===== config.mk =====
export PLATFORM = sky130hd
export DESIGN_NAME = load_use_stall
export DESIGN_NICKNAME = d
export VERILOG_FILES = /design/src/rtl/lu_hazard_pkg.sv /design/src/rtl/lu_src_match.sv /design/src/rtl/lu_stall_ctrl.sv /design/src/rtl/load_use_stall.sv
export SDC_FILE = /design/constraint.sdc
export NUM_CORES = 1
export LEC_CHECK = 0
export ABC_AREA = 1
export BUFFER_PORTS_ARGS = -buffer_cell sky130_fd_sc_hd__buf_2
export CORE_AREA = 2 2 39 41
export DETAILED_ROUTE_END_ITERATION = 7
export DIE_AREA = 0 0 41 43
export GPL_TIMING_DRIVEN = 0
export PLACE_DENSITY = 0.55
export SYNTH_ARGS = -nofsm -noshare
export SYNTH_HDL_FRONTEND = slang
export SYNTH_HIERARCHICAL = 1
export SYNTH_SLANG_ARGS = --single-unit

===== constraint.sdc =====
create_clock -name vclk -period 1
set_input_delay 0.05 -clock vclk [all_inputs]
set_output_delay 0.05 -clock vclk [all_outputs]
set_load 0.005 [all_outputs]

===== src/rtl/lu_hazard_pkg.sv =====
// Package: shared widths and the stall decision encoding for the
// load-use hazard unit. Assumes a register file of 2**REG_IDX_W entries
// with entry 0 hard-wired to zero.
package lu_hazard_pkg;

    // Decision taken by the stall controller in a given cycle
    typedef enum logic [1:0] {
        HZ_RUN   = 2'd0,   // no hazard, pipeline advances
        HZ_STALL = 2'd1,   // hold PC and IF/ID, bubble into ID/EX
        HZ_FLUSH = 2'd2,   // flush wins over a stall request
        HZ_RESET = 2'd3    // reset held, report no stall
    } hz_action_e;

endpackage


===== src/rtl/lu_src_match.sv =====
// Module: lu_src_match
// Compares one decode-stage source operand with the execute-stage
// destination. Raises hit only when the execute stage holds a load, the
// source is really read, and the register is not register zero.
// Assumes REG_IDX_W-bit register numbers.
module lu_src_match #(
    parameter int REG_IDX_W = 5
) (
    input  logic [REG_IDX_W-1:0] src_idx,
    input  logic                 src_used,
    input  logic [REG_IDX_W-1:0] dst_idx,
    input  logic                 dst_is_load,
    output logic                 hit
);

    localparam logic [REG_IDX_W-1:0] ZERO_REG = '0;

    logic same_reg;
    logic dst_live;

    // Register number equality and zero-register exclusion
    always_comb begin
        same_reg = (src_idx == dst_idx);
        dst_live = (dst_idx != ZERO_REG);
    end

    // Final per-operand hazard flag
    always_comb begin
        hit = dst_is_load && src_used && same_reg && dst_live;
    end

endmodule


===== src/rtl/lu_stall_ctrl.sv =====
// Module: lu_stall_ctrl
// Merges per-operand hits into one decision, applies reset and flush
// priority, and drives the three pipeline control outputs.
// Assumes the flush logic elsewhere clears IF/ID and ID/EX itself.
module lu_stall_ctrl
    import lu_hazard_pkg::*;
#(
    parameter int NUM_SRC = 2
) (
    input  logic               clk,
    input  logic               rst_n,
    input  logic [NUM_SRC-1:0] hit_vec,
    input  logic               flush_req,
    output hz_action_e         action,
    output logic               pc_we,
    output logic               ifid_we,
    output logic               idex_bubble
);

    logic any_hit;

    // Reduce the per-operand hits
    always_comb begin
        any_hit = |hit_vec;
    end

    // Priority: reset, then flush, then stall, else run
    always_comb begin
        if (!rst_n)         action = HZ_RESET;
        else if (flush_req) action = HZ_FLUSH;
        else if (any_hit)   action = HZ_STALL;
        else                action = HZ_RUN;
    end

    // Decode the action into the pipeline enables
    always_comb begin
        case (action)
            HZ_STALL: begin
                pc_we       = 1'b0;
                ifid_we     = 1'b0;
                idex_bubble = 1'b1;
            end
            default: begin
                pc_we       = 1'b1;
                ifid_we     = 1'b1;
                idex_bubble = 1'b0;
            end
        endcase
    end

    // a flush never leaves the front end frozen
    p_flush_wins_r6: assert property (@(posedge clk) disable iff (!rst_n)
        flush_req |-> (pc_we && ifid_we && !idex_bubble));

    // the enables and the bubble strobe always agree
    p_ctrl_consistent_r8: assert property (@(posedge clk) disable iff (!rst_n)
        (pc_we == ifid_we) && (idex_bubble == !pc_we));

    // any operand hit without a flush stalls the front end
    p_hit_stalls_r1: assert property (@(posedge clk) disable iff (!rst_n)
        ((hit_vec != '0) && !flush_req) |-> (!pc_we && idex_bubble));

endmodule


===== src/rtl/load_use_stall.sv =====
// Module: load_use_stall (top)
// Detects a load in execute whose result is needed by the instruction in
// decode and requests a single-cycle stall with a bubble. All other
// read-after-write cases are assumed to be covered by forwarding.
// Assumes source slot k occupies id_src_idx[k*REG_IDX_W +: REG_IDX_W].
module load_use_stall
    import lu_hazard_pkg::*;
#(
    parameter int REG_IDX_W = 5,
    parameter int NUM_SRC   = 2
) (
    input  logic                         clk,
    input  logic                         rst_n,
    input  logic [NUM_SRC*REG_IDX_W-1:0] id_src_idx,
    input  logic [NUM_SRC-1:0]           id_src_used,
    input  logic [REG_IDX_W-1:0]         ex_rd_idx,
    input  logic                         ex_is_load,
    input  logic                         flush_req,
    output logic                         pc_we,
    output logic                         ifid_we,
    output logic                         idex_bubble
);

    logic [NUM_SRC-1:0] hit_vec;
    hz_action_e         action;

    // One comparator per source operand slot
    for (genvar k = 0; k < NUM_SRC; k++) begin : g_src
        lu_src_match #(
            .REG_IDX_W (REG_IDX_W)
        ) i_match (
            .src_idx     (id_src_idx[k*REG_IDX_W +: REG_IDX_W]),
            .src_used    (id_src_used[k]),
            .dst_idx     (ex_rd_idx),
            .dst_is_load (ex_is_load),
            .hit         (hit_vec[k])
        );

        // an unread operand slot never produces a hit
        p_unused_quiet_r3: assert property (@(posedge clk) disable iff (!rst_n)
            !id_src_used[k] |-> !hit_vec[k]);
    end

    lu_stall_ctrl #(
        .NUM_SRC (NUM_SRC)
    ) i_ctrl (
        .clk         (clk),
        .rst_n       (rst_n),
        .hit_vec     (hit_vec),
        .flush_req   (flush_req),
        .action      (action),
        .pc_we       (pc_we),
        .ifid_we     (ifid_we),
        .idex_bubble (idex_bubble)
    );

    // a load into register zero never stalls
    p_zero_reg_r4: assert property (@(posedge clk) disable iff (!rst_n)
        (ex_rd_idx == '0) |-> !idex_bubble);

    // no load in execute means no stall
    p_no_load_r5: assert property (@(posedge clk) disable iff (!rst_n)
        !ex_is_load |-> (pc_we && !idex_bubble));

    // a bubble is only ever requested outside reset
    p_reset_quiet_r9: assert property (@(posedge clk)
        idex_bubble |-> rst_n);

endmodule


==> flow_summary.json, run 1 <==
{
  "status": "complete, but fails checks",
  "violations": "setup timing",
  "grt_use_met3": 0.00524,
  "detail_route.wl_per_cell_microns": 7.51,
  "wl_microns": 849,
  "coreArea_sq_um": 1380,
  "busiest_layer": "met2",
  "syn_nets": 93,
  "rsz0062_at_grt": "true",
  "yosysWarnings": 6,
  "timing.final.ws_setup_ns": -0.000206,
  "place_ws_ns": -0.0715,
  "dr.pass1.iters": 2,
  "period_needed_ns": 1.00,
  "area_growth_pct": 83.2,
  "grtUsageMet1": 0.146,
  "grtUsageMet2": 0.197,
  "final_max_slew_viol_count": 0,
  "fillCellCount": 166,
  "maxSlewHeadroom": 0.929,
  "vdd_drop_max_v": 0.000134,
  "crit_type": "in2out",
  "antenna_found_initial": 0,
  "grt_pass1_wl_mm": 1.43,
  "seq_cell_count": 0,
  "cp_slowest_stage_delay_ns": 0.11,
  "hp-class": "in2out",
  "totalPowerFinal_mw": 0.177,
  "required_ns": 0.95,
  "fmax_mhz": 1000,
  "worst_path_max_delay_cell": "buf_6",
  "worstMarginPinSlew_ns": 0.106,
  "cts_hold_buf": 0,
  "dieArea_sq_um": 1760,
  "boundaryPins": 24,
  "syn_inst": 72,
  "syn_avg_cell_area_sq_um": 4.24,
  "die_x_microns": 41,
  "endpoint_kind": "primary output",
  "worstPathMaxFanout": 2,
  "syn_area_sq_um": 305,
  "chipHeight_microns": 43,
  "power_leakage_nw": 0.358,
  "drive_gt1_frac": 0.485,
  "nets": 120,
  "grt_max_degree": 5,
  "crit_buf_inv": 5,
  "drc_errors": 0,
  "row_count": 14,
  "grt_pass1_vias": 379,
  "finalCritPeriodShare": 1.00,
  "gr-total-overflow": 0,
  "crit_family": "buffers and inverters",
  "ant_nets": 0,
  "num_antenna_cells": 0,
  "dpl.hpwl_microns": 685,
  "routed_via_density": 3.91,
  "regArea_sq_um": 0,
  "globalplace.congestion": 0.735,
  "gr-usage-all-layers": 0.110,
  "drtIter0Drc": 3,
  "nClkBuffers": 0,
  "numPortBuffers": 23,
  "cp-start-kind": "primary input",
  "vias": 442,
  "hold_viol_final": 0,
  "max-cap-violations": 0,
  "setup_viol": 1,
  "pwr_density_cell_nw_per_um2": 317,
  "cp_data_arrival_time_ns": 0.95,
  "hold-worst-slack_ns": 0.384,
  "start_util": 0.221,
  "cp_cell_sequence": "buf_2, clkinv_2, nand2_1, nand2_1, nor2_2, nand3_1, nor2_1, inv_1, buf_6, a21oi_2, buf_2"
}
[per-stage QoR]
step | setup TNS [ns] | cell area (sq um) | utilization | cells
after global placement | -0.0538 | 440 | 0.318 | 111
after detailed placement | -0.0715 | 440 | 0.318 | 111
after floorplan | 0 | 305 | - | 72
final | -0.000206 | 559 | 0.404 | 113
after global routing | -0.253 | 559 | 0.404 | 113
after CTS | -0.0204 | 494 | 0.357 | 112
[path summary, 6_finish.rpt]
check                         start          end  slack [ns]  depth (start not counted)
worst max-delay path  id_src_idx[9]  idex_bubble     -0.0002                         11
worst min-delay path          rst_n        pc_we        0.38                          3
[tightest hold or removal path, delay by kind of cell]
family        cells  cell delay [ns]
buf+inv           2             0.21
simple gates      1             0.08
[layer usage]
metal / wire length (microns) / up-vias / part of all wire
met4: 0 / 0 / 0
met2: 431 / 15 / 0.51
met5: 0 / - / 0
met1: 343 / 176 / 0.40
li1: - / 251 / -
met3: 73 / 0 / 0.086
[cells in the final DEF, fill, tap and decap left out]
cell,instances
a21oi_1,2
a21oi_2,1
buf_2,11
buf_4,1
buf_6,12
buf_8,2
clkinv_2,1
inv_1,14
inv_2,8
nand2_1,26
nand2_2,4
nand3_1,4
nand3_2,1
nor2_1,4
nor2_2,6
[power breakdown]
part	internal [mW]	total [mW]	leakage [nW]	switching, mW
logic	0.0973	0.177	0.358	0.0799
clock network	0	0	0	0
registers	0	0	0	0
[final cells by class]
cell class / count / area [sq um] / area share
Inverter: 23 / 87.6 / 0.157
Multi-Input combinational cell: 48 / 224 / 0.400
Timing Repair Buffer: 26 / 228 / 0.407
Tap cell: 16 / 20.0 / 0.0358
[what timing repair did]
action / in CTS / in global routing
endpoints found under the setup margin: 1 / 3
buffers inserted: 2 / 1
pin swaps: 9 / 17
gates cloned: 0 / 0
gates resized for setup: 10 / 18
Power figures use the tool's default switching activity.
==> inputs of run 2 (changes only) <==
--- a/config.mk
+++ b/config.mk
@@ -5,13 +5,13 @@
 export SDC_FILE = /design/constraint.sdc
 export NUM_CORES = 1
 export LEC_CHECK = 0
-export ABC_AREA = 1
+export ABC_AREA = 0
 export BUFFER_PORTS_ARGS = -buffer_cell sky130_fd_sc_hd__buf_2
 export CORE_AREA = 2 2 39 41
 export DETAILED_ROUTE_END_ITERATION = 7
 export DIE_AREA = 0 0 41 43
 export GPL_TIMING_DRIVEN = 0
-export PLACE_DENSITY = 0.55
+export PLACE_DENSITY = 0.45
 export SYNTH_ARGS = -nofsm -noshare
 export SYNTH_HDL_FRONTEND = slang
 export SYNTH_HIERARCHICAL = 1
==> constraint.sdc (replaced) <==
create_clock -name vclk -period 1.1
set_input_delay 0.055 -clock vclk [all_inputs]
set_output_delay 0.055 -clock vclk [all_outputs]
set_load 0.005 [all_outputs]
==> flow_summary.json, run 2 <==
{
  "nClkBuffers": 0,
  "ant_nets": 0,
  "numPortBuffers": 23,
  "vdd_drop_max_v": 0.000119,
  "status": "complete, but fails checks",
  "stdcell_area_sq_um": 452,
  "dr.pass1.iters": 1,
  "coreArea_sq_um": 1380,
  "antenna_found_initial": 0,
  "yosysWarnings": 6,
  "dieArea_sq_um": 1760,
  "timing.final.ws_setup_ns": -0.0860,
  "detail_route.wl_per_cell_microns": 8.91,
  "nets": 72,
  "drive_gt1_frac": 0.735,
  "required_ns": 1.04,
  "maxSlewHeadroom": 0.867,
  "finalCritPeriodShare": 1.08,
  "hold_viol_final": 0,
  "setup_viol": 1,
  "period_needed_ns": 1.19,
  "area_growth_pct": 141,
  "row_count": 14,
  "hold-worst-slack_ns": 0.420,
  "vias": 265,
  "boundaryPins": 24,
  "fmax_mhz": 843,
  "gr-usage-all-layers": 0.0720,
  "pwr_density_cell_nw_per_um2": 320,
  "routed_via_density": 4.08,
  "worstMarginPinSlew_ns": 0.198,
  "max-cap-violations": 0,
  "seq_cell_count": 0,
  "endpoint_kind": "primary output",
  "final_common_cell": "buf_2",
  "hp-class": "in2out",
  "globalplace.congestion": 0.593,
  "drtIter0Drc": 0,
  "syn_avg_cell_area_sq_um": 7.51,
  "grt_pass1_vias": 249,
  "grt_pass1_wl_microns": 952,
  "cts_hold_buf": 0,
  "num_antenna_cells": 0,
  "wl_microns": 579,
  "cp_data_arrival_time_ns": 1.13,
  "grt_max_degree": 5,
  "chipHeight_microns": 43,
  "drc_errors": 0,
  "mostFrequentLayoutCells": "buf_2 (14), xnor2_2 (5), buf_6 (5)",
  "rsz0062_at_grt": "true",
  "syn_inst": 25,
  "start_util": 0.136,
  "worstPathMaxFanout": 2,
  "syn_area_sq_um": 188,
  "die_x_microns": 41,
  "regArea_sq_um": 0,
  "cp-start-kind": "primary input",
  "power_leakage_nw": 0.198,
  "violations": "setup timing",
  "crit_type": "in2out",
  "place_area_sq_um": 323,
  "gr-total-overflow": 0,
  "syn_nets": 46,
  "final_max_slew_viol_count": 0
}
-- run 2: metrics by stage --
stage | cells | setup slack [ns] | TNS, ns | util | total power [mW]
final | 65 | -0.0860 | -0.0860 | 0.326 | 0.145
after global routing | 65 | -0.190 | -0.324 | 0.326 | 0.157
after CTS | 65 | -0.0722 | -0.0730 | 0.314 | 0.137
after detailed placement | 64 | -0.157 | -0.233 | 0.233 | 0.0965
after global placement | 64 | -0.143 | -0.175 | 0.233 | 0.0950
after floorplan | 25 | 0.107 | 0 | - | 0.0438
-- run 2: metal layers --
layer,part of all wire,track usage
met1,0.33,0.0984
met2,0.55,0.125
met3,0.12,0.00524
met4,0,0
met5,0,0
-- run 2: final timing paths --
kind                    startpoint          end  slack (ns)  cells after the start
worst max-delay path  ex_rd_idx[1]        pc_we       -0.09                      8
worst min-delay path         rst_n  idex_bubble        0.42                      4
-- run 2: worst max-delay path, cell delays in order --
cell and delay, ns:
buf_8 0.10, xnor2_2 0.15, o2111ai_2 0.12, nor3b_2 0.19, nor2_1 0.07, or2_1 0.21, buf_4 0.13, buf_6 0.10
-- run 2: power breakdown --
part	internal [mW]	switching (mW)	total (mW)	leakage (nW)
Combinational	0.0911	0.0536	0.145	0.198
Clock	0	0	0	0
Sequential	0	0	0	0
Total	0.0911	0.0536	0.145	0.198
-- run 2: final cells by class --
class | count | area, sq um
plain buffers | 1 | 7.51
multi-input cells | 22 | 238
well taps | 16 | 20.0
fillers | 161 | 932
inverters | 2 | 7.51
repair buffers | 24 | 179
-- run 2: repair_timing --
action                                  in CTS  in global routing
setup buffers                                1                  0
gates cloned                                 0                  0
gates resized for setup                     20                  4
pin swaps                                   16                  2
endpoints found under the setup margin       3                  3
